File: src/rtl/e1c4_pkg.sv
package e1c4_pkg;

  // CRC definition: x^4 + x + 1, the x^4 term implied
  localparam int unsigned            CRC_W        = 4;
  localparam logic [CRC_W-1:0]       POLY_DEFAULT = 4'b0011;

  // Marker pattern carried in odd frames; MSB goes out first (frame 1)
  localparam int unsigned            MFAS_LEN     = 6;
  localparam logic [MFAS_LEN-1:0]    MFAS_DEFAULT = 6'b001011;

  // Odd frames hold the marker plus two user slots
  localparam int unsigned MF_FRAMES  = 2 * (MFAS_LEN + 2);
  localparam int unsigned SMF_FRAMES = MF_FRAMES / 2;
  localparam int unsigned IDX_W      = $clog2(MF_FRAMES);
  localparam int unsigned SMF_W      = $clog2(SMF_FRAMES);
  localparam int unsigned CSEL_W     = $clog2(CRC_W);

  typedef enum logic [1:0] {
    SEL_USER = 2'd0,
    SEL_CBIT = 2'd1,
    SEL_SLOT = 2'd2
  } si_src_e;

  // One serial step of the direct-form divider (computes M*x^W mod G)
  function automatic logic [CRC_W-1:0] crc_step(
    input logic [CRC_W-1:0] state,
    input logic             din,
    input logic [CRC_W-1:0] poly
  );
    logic fb;
    fb       = din ^ state[CRC_W-1];
    crc_step = {state[CRC_W-2:0], 1'b0} ^ (fb ? poly : '0);
  endfunction

endpackage

File: src/rtl/e1c4_rst_sync.sv
module e1c4_rst_sync (
  input  logic clk,
  input  logic rst_n,
  output logic rst_q
);

  logic [1:0] sync_q;

  always_ff @(posedge clk or negedge rst_n) begin
    if (!rst_n) begin
      sync_q <= '0;
    end else begin
      sync_q <= {sync_q[0], 1'b1};
    end
  end

  assign rst_q = sync_q[1];

endmodule

File: src/rtl/e1c4_mf_ctrl.sv
module e1c4_mf_ctrl
  import e1c4_pkg::*;
(
  input  logic             clk,
  input  logic             rst_n,
  input  logic             frame_start,
  input  logic             fas_frame,
  input  logic             crc_en,
  output logic             lock_nxt,
  output logic [IDX_W-1:0] idx_nxt,
  output logic             lock_cur,
  output logic [IDX_W-1:0] idx_cur,
  output logic             smf_start,
  output logic             cpos
);

  localparam logic [IDX_W-1:0] IDX_LAST = IDX_W'(MF_FRAMES - 1);

  logic             locked_q, locked_d;
  logic [IDX_W-1:0] idx_q, idx_d;
  logic             upd_en;

  // Next-state: lock on first alignment frame, then count frames
  always_comb begin
    locked_d = locked_q;
    idx_d    = idx_q;
    if (!crc_en) begin
      locked_d = 1'b0;
      idx_d    = '0;
    end else if (frame_start) begin
      if (locked_q) begin
        idx_d = (idx_q == IDX_LAST) ? '0 : idx_q + 1'b1;
      end else if (fas_frame) begin
        locked_d = 1'b1;
        idx_d    = '0;
      end
    end
  end

  assign upd_en = frame_start | ~crc_en;

  always_ff @(posedge clk or negedge rst_n) begin
    if (!rst_n) begin
      locked_q <= 1'b0;
      idx_q    <= '0;
    end else if (upd_en) begin
      locked_q <= locked_d;
      idx_q    <= idx_d;
    end
  end

  assign lock_nxt  = locked_d;
  assign idx_nxt   = idx_d;
  assign lock_cur  = locked_q;
  assign idx_cur   = idx_q;
  assign smf_start = frame_start & locked_d & (idx_d[SMF_W-1:0] == '0);
  assign cpos      = frame_start & ~idx_d[0];

endmodule

File: src/rtl/e1c4_crc_acc.sv
module e1c4_crc_acc
  import e1c4_pkg::*;
#(
  parameter logic [CRC_W-1:0] GEN_POLY = POLY_DEFAULT
) (
  input  logic             clk,
  input  logic             rst_n,
  input  logic             pcm_bit,
  input  logic             cpos,
  input  logic             lock_nxt,
  input  logic             smf_start,
  output logic [CRC_W-1:0] crc_word
);

  logic [CRC_W-1:0] lfsr_q, lfsr_d;
  logic [CRC_W-1:0] hold_q, hold_d;
  logic             eff_bit;
  logic             hold_en;

  // Check-bit positions enter the division as zero
  always_comb begin
    eff_bit = pcm_bit & ~cpos;
    if (!lock_nxt) begin
      lfsr_d = '0;
      hold_d = '0;
    end else if (smf_start) begin
      lfsr_d = crc_step('0, eff_bit, GEN_POLY);
      hold_d = lfsr_q;
    end else begin
      lfsr_d = crc_step(lfsr_q, eff_bit, GEN_POLY);
      hold_d = hold_q;
    end
  end

  assign hold_en = smf_start | ~lock_nxt;

  always_ff @(posedge clk or negedge rst_n) begin
    if (!rst_n) begin
      lfsr_q <= '0;
    end else begin
      lfsr_q <= lfsr_d;
    end
  end

  always_ff @(posedge clk or negedge rst_n) begin
    if (!rst_n) begin
      hold_q <= '0;
    end else if (hold_en) begin
      hold_q <= hold_d;
    end
  end

  // Forward the fresh remainder so C1 leaves in the boundary frame itself
  assign crc_word = hold_d;

endmodule

File: src/rtl/e1c4_si_sel.sv
module e1c4_si_sel
  import e1c4_pkg::*;
#(
  parameter logic [MFAS_LEN-1:0] MFAS_WORD = MFAS_DEFAULT
) (
  input  logic             clk,
  input  logic             rst_n,
  input  logic             frame_start,
  input  logic             lock_nxt,
  input  logic [IDX_W-1:0] idx_nxt,
  input  logic             fas_frame,
  input  logic             usr_s,
  input  logic             usr_n,
  input  logic [CRC_W-1:0] crc_word,
  output logic             si_out
);

  localparam int unsigned ODD_SLOTS = MF_FRAMES / 2;

  logic [ODD_SLOTS-1:0] odd_bits;
  logic [CRC_W-1:0]     crc_rev;
  logic [CSEL_W-1:0]    cslot;
  si_src_e              src;
  logic                 si_q, si_d;

  // Odd-frame content: marker bits first, then the two user slots
  for (genvar g = 0; g < ODD_SLOTS; g++) begin : g_odd
    if (g < MFAS_LEN) begin : g_mark
      assign odd_bits[g] = MFAS_WORD[MFAS_LEN-1-g];
    end else if (g == MFAS_LEN) begin : g_us
      assign odd_bits[g] = usr_s;
    end else begin : g_un
      assign odd_bits[g] = usr_n;
    end
  end

  // C1 (high-order) goes out first
  for (genvar c = 0; c < CRC_W; c++) begin : g_crev
    assign crc_rev[c] = crc_word[CRC_W-1-c];
  end

  always_comb begin
    cslot = idx_nxt[SMF_W-1:1];
    if (!lock_nxt) begin
      src = SEL_USER;
    end else if (!idx_nxt[0]) begin
      src = SEL_CBIT;
    end else begin
      src = SEL_SLOT;
    end
    case (src)
      SEL_CBIT: si_d = crc_rev[cslot];
      SEL_SLOT: si_d = odd_bits[idx_nxt[IDX_W-1:1]];
      default:  si_d = fas_frame ? usr_s : usr_n;
    endcase
  end

  always_ff @(posedge clk or negedge rst_n) begin
    if (!rst_n) begin
      si_q <= 1'b0;
    end else if (frame_start) begin
      si_q <= si_d;
    end
  end

  assign si_out = si_q;

endmodule

File: src/rtl/e1c4_crc_mf.sv
module e1c4_crc_mf
  import e1c4_pkg::*;
#(
  parameter logic [MFAS_LEN-1:0] MFAS_WORD = MFAS_DEFAULT,
  parameter logic [CRC_W-1:0]    GEN_POLY  = POLY_DEFAULT
) (
  input  logic clk,
  input  logic rst_n,
  input  logic pcm_bit,
  input  logic frame_start,
  input  logic fas_frame,
  input  logic crc_en,
  input  logic usr_s,
  input  logic usr_n,
  output logic si_out
);

  logic             rst_q;
  logic             lock_nxt, lock_cur;
  logic [IDX_W-1:0] idx_nxt, idx_cur;
  logic             smf_start, cpos;
  logic [CRC_W-1:0] crc_word;

  e1c4_rst_sync u_rst (
    .clk   (clk),
    .rst_n (rst_n),
    .rst_q (rst_q)
  );

  e1c4_mf_ctrl u_ctrl (
    .clk         (clk),
    .rst_n       (rst_q),
    .frame_start (frame_start),
    .fas_frame   (fas_frame),
    .crc_en      (crc_en),
    .lock_nxt    (lock_nxt),
    .idx_nxt     (idx_nxt),
    .lock_cur    (lock_cur),
    .idx_cur     (idx_cur),
    .smf_start   (smf_start),
    .cpos        (cpos)
  );

  e1c4_crc_acc #(
    .GEN_POLY (GEN_POLY)
  ) u_crc (
    .clk       (clk),
    .rst_n     (rst_q),
    .pcm_bit   (pcm_bit),
    .cpos      (cpos),
    .lock_nxt  (lock_nxt),
    .smf_start (smf_start),
    .crc_word  (crc_word)
  );

  e1c4_si_sel #(
    .MFAS_WORD (MFAS_WORD)
  ) u_sel (
    .clk         (clk),
    .rst_n       (rst_q),
    .frame_start (frame_start),
    .lock_nxt    (lock_nxt),
    .idx_nxt     (idx_nxt),
    .fas_frame   (fas_frame),
    .usr_s       (usr_s),
    .usr_n       (usr_n),
    .crc_word    (crc_word),
    .si_out      (si_out)
  );

endmodule

File: config.mk
export PLATFORM = sky130hd
export DESIGN_NAME = e1c4_crc_mf
export DESIGN_NICKNAME = d
export VERILOG_FILES = /design/src/rtl/e1c4_pkg.sv /design/src/rtl/e1c4_rst_sync.sv /design/src/rtl/e1c4_mf_ctrl.sv /design/src/rtl/e1c4_crc_acc.sv /design/src/rtl/e1c4_si_sel.sv /design/src/rtl/e1c4_crc_mf.sv
export SDC_FILE = /design/constraint.sdc
export NUM_CORES = 1
export LEC_CHECK = 0
export BUFFER_PORTS_ARGS = -buffer_cell sky130_fd_sc_hd__buf_4
export CAP_MARGIN = 10
export CORE_MARGIN = 4
export CORE_UTILIZATION = 38
export CTS_CLUSTER_SIZE = 12
export DETAILED_ROUTE_END_ITERATION = 8
export GPL_ROUTABILITY_DRIVEN = 0
export PLACE_DENSITY = 0.52
export SLEW_MARGIN = 15
export SYNTH_ARGS = -nofsm -noshare
export SYNTH_HDL_FRONTEND = slang
export SYNTH_SLANG_ARGS = --single-unit
export TNS_END_PERCENT = 1
File: constraint.sdc
create_clock -name clk -period 0.8 [get_ports clk]
set_input_delay 0 -clock clk [delete_from_list [all_inputs] [get_ports clk]]
set_output_delay 0 -clock clk [all_outputs]
set_load 0.02 [all_outputs]
**After elaboration in Yosys (flattened, before gate mapping)**

Index checks and enable logic that the tools add are counted.

- Output and inout port bits: 1
- Register bits after elaboration: 16
- ROM bits: 0
- Bits in latches: 0
- Memories kept: 0
- Memory bits (writable): 0

- Muxes and demuxes: 23
- $add $sub $neg: 1
- Magnitude comparators: 2
- Divide/modulo/power cells: 0
- Bitwise logic cells: 12
- Reductions and logical operators: 1
- Equal/unequal tests: 3
- Shift-type cells: 0
- Multipliers: 0

Operator list:

| cell | number |
|---|---|
| two-way mux 4 bit | 9 |
| two-way mux 2 bit | 4 |
| two-way mux 1 bit | 7 |
| adder 4 x 1 -> 4 bit, second input constant | 1 |
| AND 1 bit | 4 |
| == test 4 bit, second input constant | 1 |
| < comparator 3 x 4 -> 1 bit, second input constant | 1 |
| inverter 1 bit | 4 |
| bitwise XOR 4 bit | 1 |
| binary-select mux 1 bit (select 3 bit) | 1 |
| logical NOT 3 bit | 1 |
| < comparator 2 x 3 -> 1 bit, second input constant | 1 |
| binary-select mux 1 bit (select 2 bit) | 1 |
| == test 2 x 1 -> 1 bit, second input constant | 1 |
| == test 2 bit, second input constant | 1 |
| bitwise OR 1 bit | 2 |
| case mux 1 bit (2 select lines) | 1 |
| bitwise XOR 1 bit | 1 |

**Logic depth before layout (Yosys ltp)**

- Depth in word-level cells: 14
- Depth in mapped cells: 8
- Gate-level depth less buffers: 7

**Modules after synthesis**

From an unflattened synthesis, not the netlist that was laid out.

- Cells, all modules: 88
- Area total of the unflattened synthesis: 935.9 µm²

By module, submodules not included:

| module | area an instance (µm²) | times used | cells each | sequential area each (µm²) |
|---|---|---|---|---|
| e1c4_crc_acc | 392.9 | 1 | 33 | 200.2 |
| e1c4_mf_ctrl | 370.4 | 1 | 40 | 125.1 |
| e1c4_si_sel | 118.9 | 1 | 12 | 25.0 |
| e1c4_rst_sync | 53.8 | 1 | 3 | 50.0 |

**Worst setup path before layout**

No wires, ideal clock.

- Kind: reg2reg
- Start: register u_ctrl.idx_q[0], in the netlist u_ctrl.idx_cur[0]
- End: register u_sel.si_q, in the netlist u_sel.si_out
- Arrival: 1.868 ns
- Slack: -1.145 ns
- Buffers on the path: 0
- Required time: 0.724 ns
- Stages on the path, launching flop included: 8
- Period minus slack after synthesis: 1.945 ns
- Cells stage by stage: dfrtp_1 > ha_1 > and2b_1 > a222oi_1 > nand4bb_1 > mux2i_1 > o32a_1 > o21ai_1

- Longest elaborated chain between the ends: 12
- Elaborated cells between the ends (all ways): 20
- Those cells by class: 1 x add/sub; 3 x eq/ne; 14 x mux; 1 x bitwise; 1 x reduce/logical

RTL lines:

| what | line | source |
|---|---|---|
| from (decl) | e1c4_mf_ctrl.sv:20 | `logic [IDX_W-1:0] idx_q, idx_d;` |
| from (signal assigned) | e1c4_mf_ctrl.sv:48 | `idx_q <= idx_d;` |
| adder 4 x 1 -> 4 bit / == test 4 bit (equally long branches) | e1c4_mf_ctrl.sv:32 | `idx_d = (idx_q == IDX_LAST) ? '0 : idx_q + 1'b1;` |
| two-way mux 4 bit | e1c4_mf_ctrl.sv:32 |  |
| two-way mux 4 bit | e1c4_mf_ctrl.sv:31 | `if (locked_q) begin` |
| two-way mux 4 bit (*) | e1c4_mf_ctrl.sv:30 | `end else if (frame_start) begin` |
| two-way mux 4 bit (*) | e1c4_mf_ctrl.sv:27 | `if (!crc_en) begin` |
| logical NOT 3 bit | e1c4_mf_ctrl.sv:56 | `assign smf_start = frame_start & locked_d & (idx_d[SMF_W-1:0] == '0);` |
| AND 1 bit | e1c4_mf_ctrl.sv:56 |  |
| two-way mux 4 bit | e1c4_crc_acc.sv:26 | `end else if (smf_start) begin` |
| two-way mux 4 bit | e1c4_crc_acc.sv:23 | `if (!lock_nxt) begin` |
| binary-select mux 1 bit (select 2 bit) | e1c4_si_sel.sv:52 | `SEL_CBIT: si_d = crc_rev[cslot];` |
| two-way mux 1 bit (implied by the code) | e1c4_si_sel.sv:52 |  |
| case mux 1 bit (2 select lines) (*) | e1c4_si_sel.sv:51 | `case (src)` |
| to (signal assigned) | e1c4_si_sel.sv:62 | `si_q <= si_d;` |
| to (decl) | e1c4_si_sel.sv:24 | `logic si_q, si_d;` |

Mark *: on every way between the ends. The rest lies on a longest branch, timed or not. The select of a mux whose other input is x is not followed.
A chain may end at the register's enable or synchronous reset.

**Final worst setup path**

- Start: register u_ctrl.idx_q[1], in the netlist u_ctrl.idx_cur[1]
- End: register u_sel.si_q, in the netlist u_sel.si_out

Same word-level chain as after synthesis.

==> run metrics <==
largest net degree at the start of global routing=15; RSZ-0062 raised after global routing=true; row count=17; CP required=~1000 ps; clock transition at the registers of the reported paths=roughly 90 ps; DPL Wire Length=between 1.5 and 2 mm; CP max stage delay=a little under 400 ps; fmax=~520 MHz; area grow syn2layout=41.63%; Vias/cell=approximately 5.2; Antenna Violating Nets Remaining=0; clk buf depth=2; #FFs+latches synth=16; Critical Path Start Type=flip-flop; Inserted Clock Buffers=3; MaxCap Viol Count=0; Initial DRC Count=21; Worst Path Buf+Inv=1; vias in the first global route=835; CTS Root Cell=clkbuf_4; Setup WS pre-CTS=-1155 ps; Via Count=between 700 and 800; # DRC=0; VDD IR max=just under 900 uV; post-synthesis sequential area ratio=0.4501; post-layout min period=1910 ps; ys flop type=dfrtp_1; synthesized area=889.6 um2; # fillers=between 200 and 250; post-synthesis cell type count=37; WS Path Type=flip-flop to flip-flop; pwr/cell area=1237 nW/um2; CTS Sinks=16; Top Ports=9; setup violators final=15; maximum fanout along the worst path=5; Final Power=between 1.5 and 2 mW; Die Span Y=about 56 um; layout cells sized above 1=0.4320; die area=between 3000 and 4000 um2; ranking of synthesized cells by area=dfrtp_1, mux2i_1, a31o_2; worst setup margin=-1110 ps; share of the synthesized area in the top cell type=0.4501; Hold WC Path Type=input pin to async pin; met3 usage=0.02069; Critical-path top delay cell=dfrtp_1; Final nets=about 140; Synth Net Count=98; grt total ovfl=0; initial antenna violation count=0; ys async rst share=1.000; Port Buf Inserts=8; synth cell count leaders=dfrtp_1, nor2_1, inv_1, nor2b_1; routing usage on met2=0.2471; die width=~56 um; YS warnings=0; clock latency on the worst-skew pair=around 280 ps; Cell Chain, Critical Path=ha_2, and2b_1, a222oi_1, buf_4, nand4bb_1, mux2i_1, o32a_1, o21ai_1; Gate Count Post-Synth=about 90; most common cell in the netlist=dfrtp_1; delay-heaviest family, CP=compound AO/OA/AOI/OAI gates; Synth area leader=dfrtp_1; first-pass GRT wire length=3.698 mm; fin crit share=2.387; leakage=approximately 0.6 nW; Initial Utilization=0.4021; CTS tree=done; Pre-antenna DRT Iters=4; Arr. time, crit path=between 2000 and 2500 ps; skew final=approximately 12 ps; met1 Resource Use GR=0.1843; GR peak layer=met2; violated checks=negative setup slack; Worst Setup End Kind=flip-flop; Post-synth EDFFs=0; final hold viol count=0; final wirelength=approximately 2.1 mm; status=complete, but fails checks; DR WL/cell=13.84 um; Core Area=~2200 um2; ant diodes=0; mean post-synth cell area=approximately 10 um2; Final Max Tran Viols=0; H-tree levels=1; Overall Global Routing Usage=0.1472
[kinds of logic (layout without fill, tap and decap cells)]
| family | count (synthesis) | count (layout) | synth area share |
|---|---|---|---|
| other | 1 | 1 | 0.004215 |
| and+or+nand+nor | 31 | 31 | 0.2025 |
| xor gates and xnor gates | 2 | 2 | 0.03516 |
| muxes | 4 | 4 | 0.04501 |
| adders and majority gates | 1 | 1 | 0.01406 |
| buffers and inverters | 10 | 46 | 0.05486 |
| DFF | 16 | 16 | 0.4501 |
| AOI/OAI and AO/OA | 24 | 24 | 0.1941 |
[cell type report]
class | count | area (um2) | share of cell area
clock buffers | 3 | 22.52 | 0.01787
well taps | 28 | 35.03 | 0.02781
flip-flops and latches | 16 | 400.4 | 0.3178
repair buffers | 37 | 295.3 | 0.2344
inverters | 6 | 22.52 | 0.01787
multi-input cells | 63 | 484.2 | 0.3843
[worst paths after layout]
| kind | start | end | slack [ps] | cells past startpoint |
|---|---|---|---|---|
| setup / recovery | u_ctrl.idx_cur[1]$_DFFE_PN0P_ | u_sel.si_out$_DFFE_PN0P_ | -1110 | 8 |
| hold / removal | rst_n | u_rst.sync_q[0]$_DFF_PN0_ | 30 | 2 |
| setup reg to reg | u_ctrl.idx_cur[1]$_DFFE_PN0P_ | u_sel.si_out$_DFFE_PN0P_ | -1110 | 8 |
| hold reg to reg | u_rst.sync_q[1]$_DFF_PN0_ | u_sel.si_out$_DFFE_PN0P_ | 180 | 1 |
| max in group asynchronous | u_rst.sync_q[1]$_DFF_PN0_ | u_ctrl.idx_cur[3]$_DFFE_PN0P_ | 440 | 1 |
| min in group clk | frame_start | u_sel.si_out$_DFFE_PN0P_ | 130 | 4 |
[cells in the final DEF (no fill, tap or decap), drive strengths merged, types with 3 or more instances in the layout]
cell type and count:
nor2b 5, clkbuf 3, a21oi 4, buf 36
inv 6, dfrtp 16, o21ai 4, nand2b 3
mux2i 4, a31o 4, nand2 4, nor2 8
[where the power goes]
| part | switching [mW] | leakage [nW] | internal (mW) |
|---|---|---|---|
| registers | 0.0155 | 0.216 | 0.832 |
| clock network | 0.229 | 0.0138 | 0.174 |
| logic | 0.146 | 0.374 | 0.162 |
[repair_timing]
item                                    in CTS  in global routing
setup buffers                                2                  1
pin swaps                                    4                  2
hold buffers                                 1                  0
endpoints found under the setup margin      15                 15
hold endpoints to repair                     2                  0
gates resized for setup                     13                  3
[routing by layer]
layer,vias up,share of wire
li1,385,-
met1,381,0.45
met2,18,0.49
met3,8,0.033
met4,0,0.023
met5,-,0
[stage by stage]
stage	TNS (ps)	cell area, um2	utilization	std cells	hold WS (ps)
finish	-11680	1260	0.5696	153	28.82
CTS	-11860	1237	0.5594	152	8.025
global route	-12910	1260	0.5696	153	33.18
detailed placement	-12400	1149	0.5192	146	-215.2
floorplan	-10670	892.1	-	89	-295.6
global placement	-12290	1149	0.5192	146	-216.9
[sequential cells by signal, summed over array words and instances, names as in the netlist]
name and cells:
u_crc.hold_q 4, u_crc.lfsr_q 4, u_ctrl.idx_cur 4, u_ctrl.lock_cur 1, u_rst.sync_q 2, u_sel.si_out 1
(Power assumes the default switching activity.)
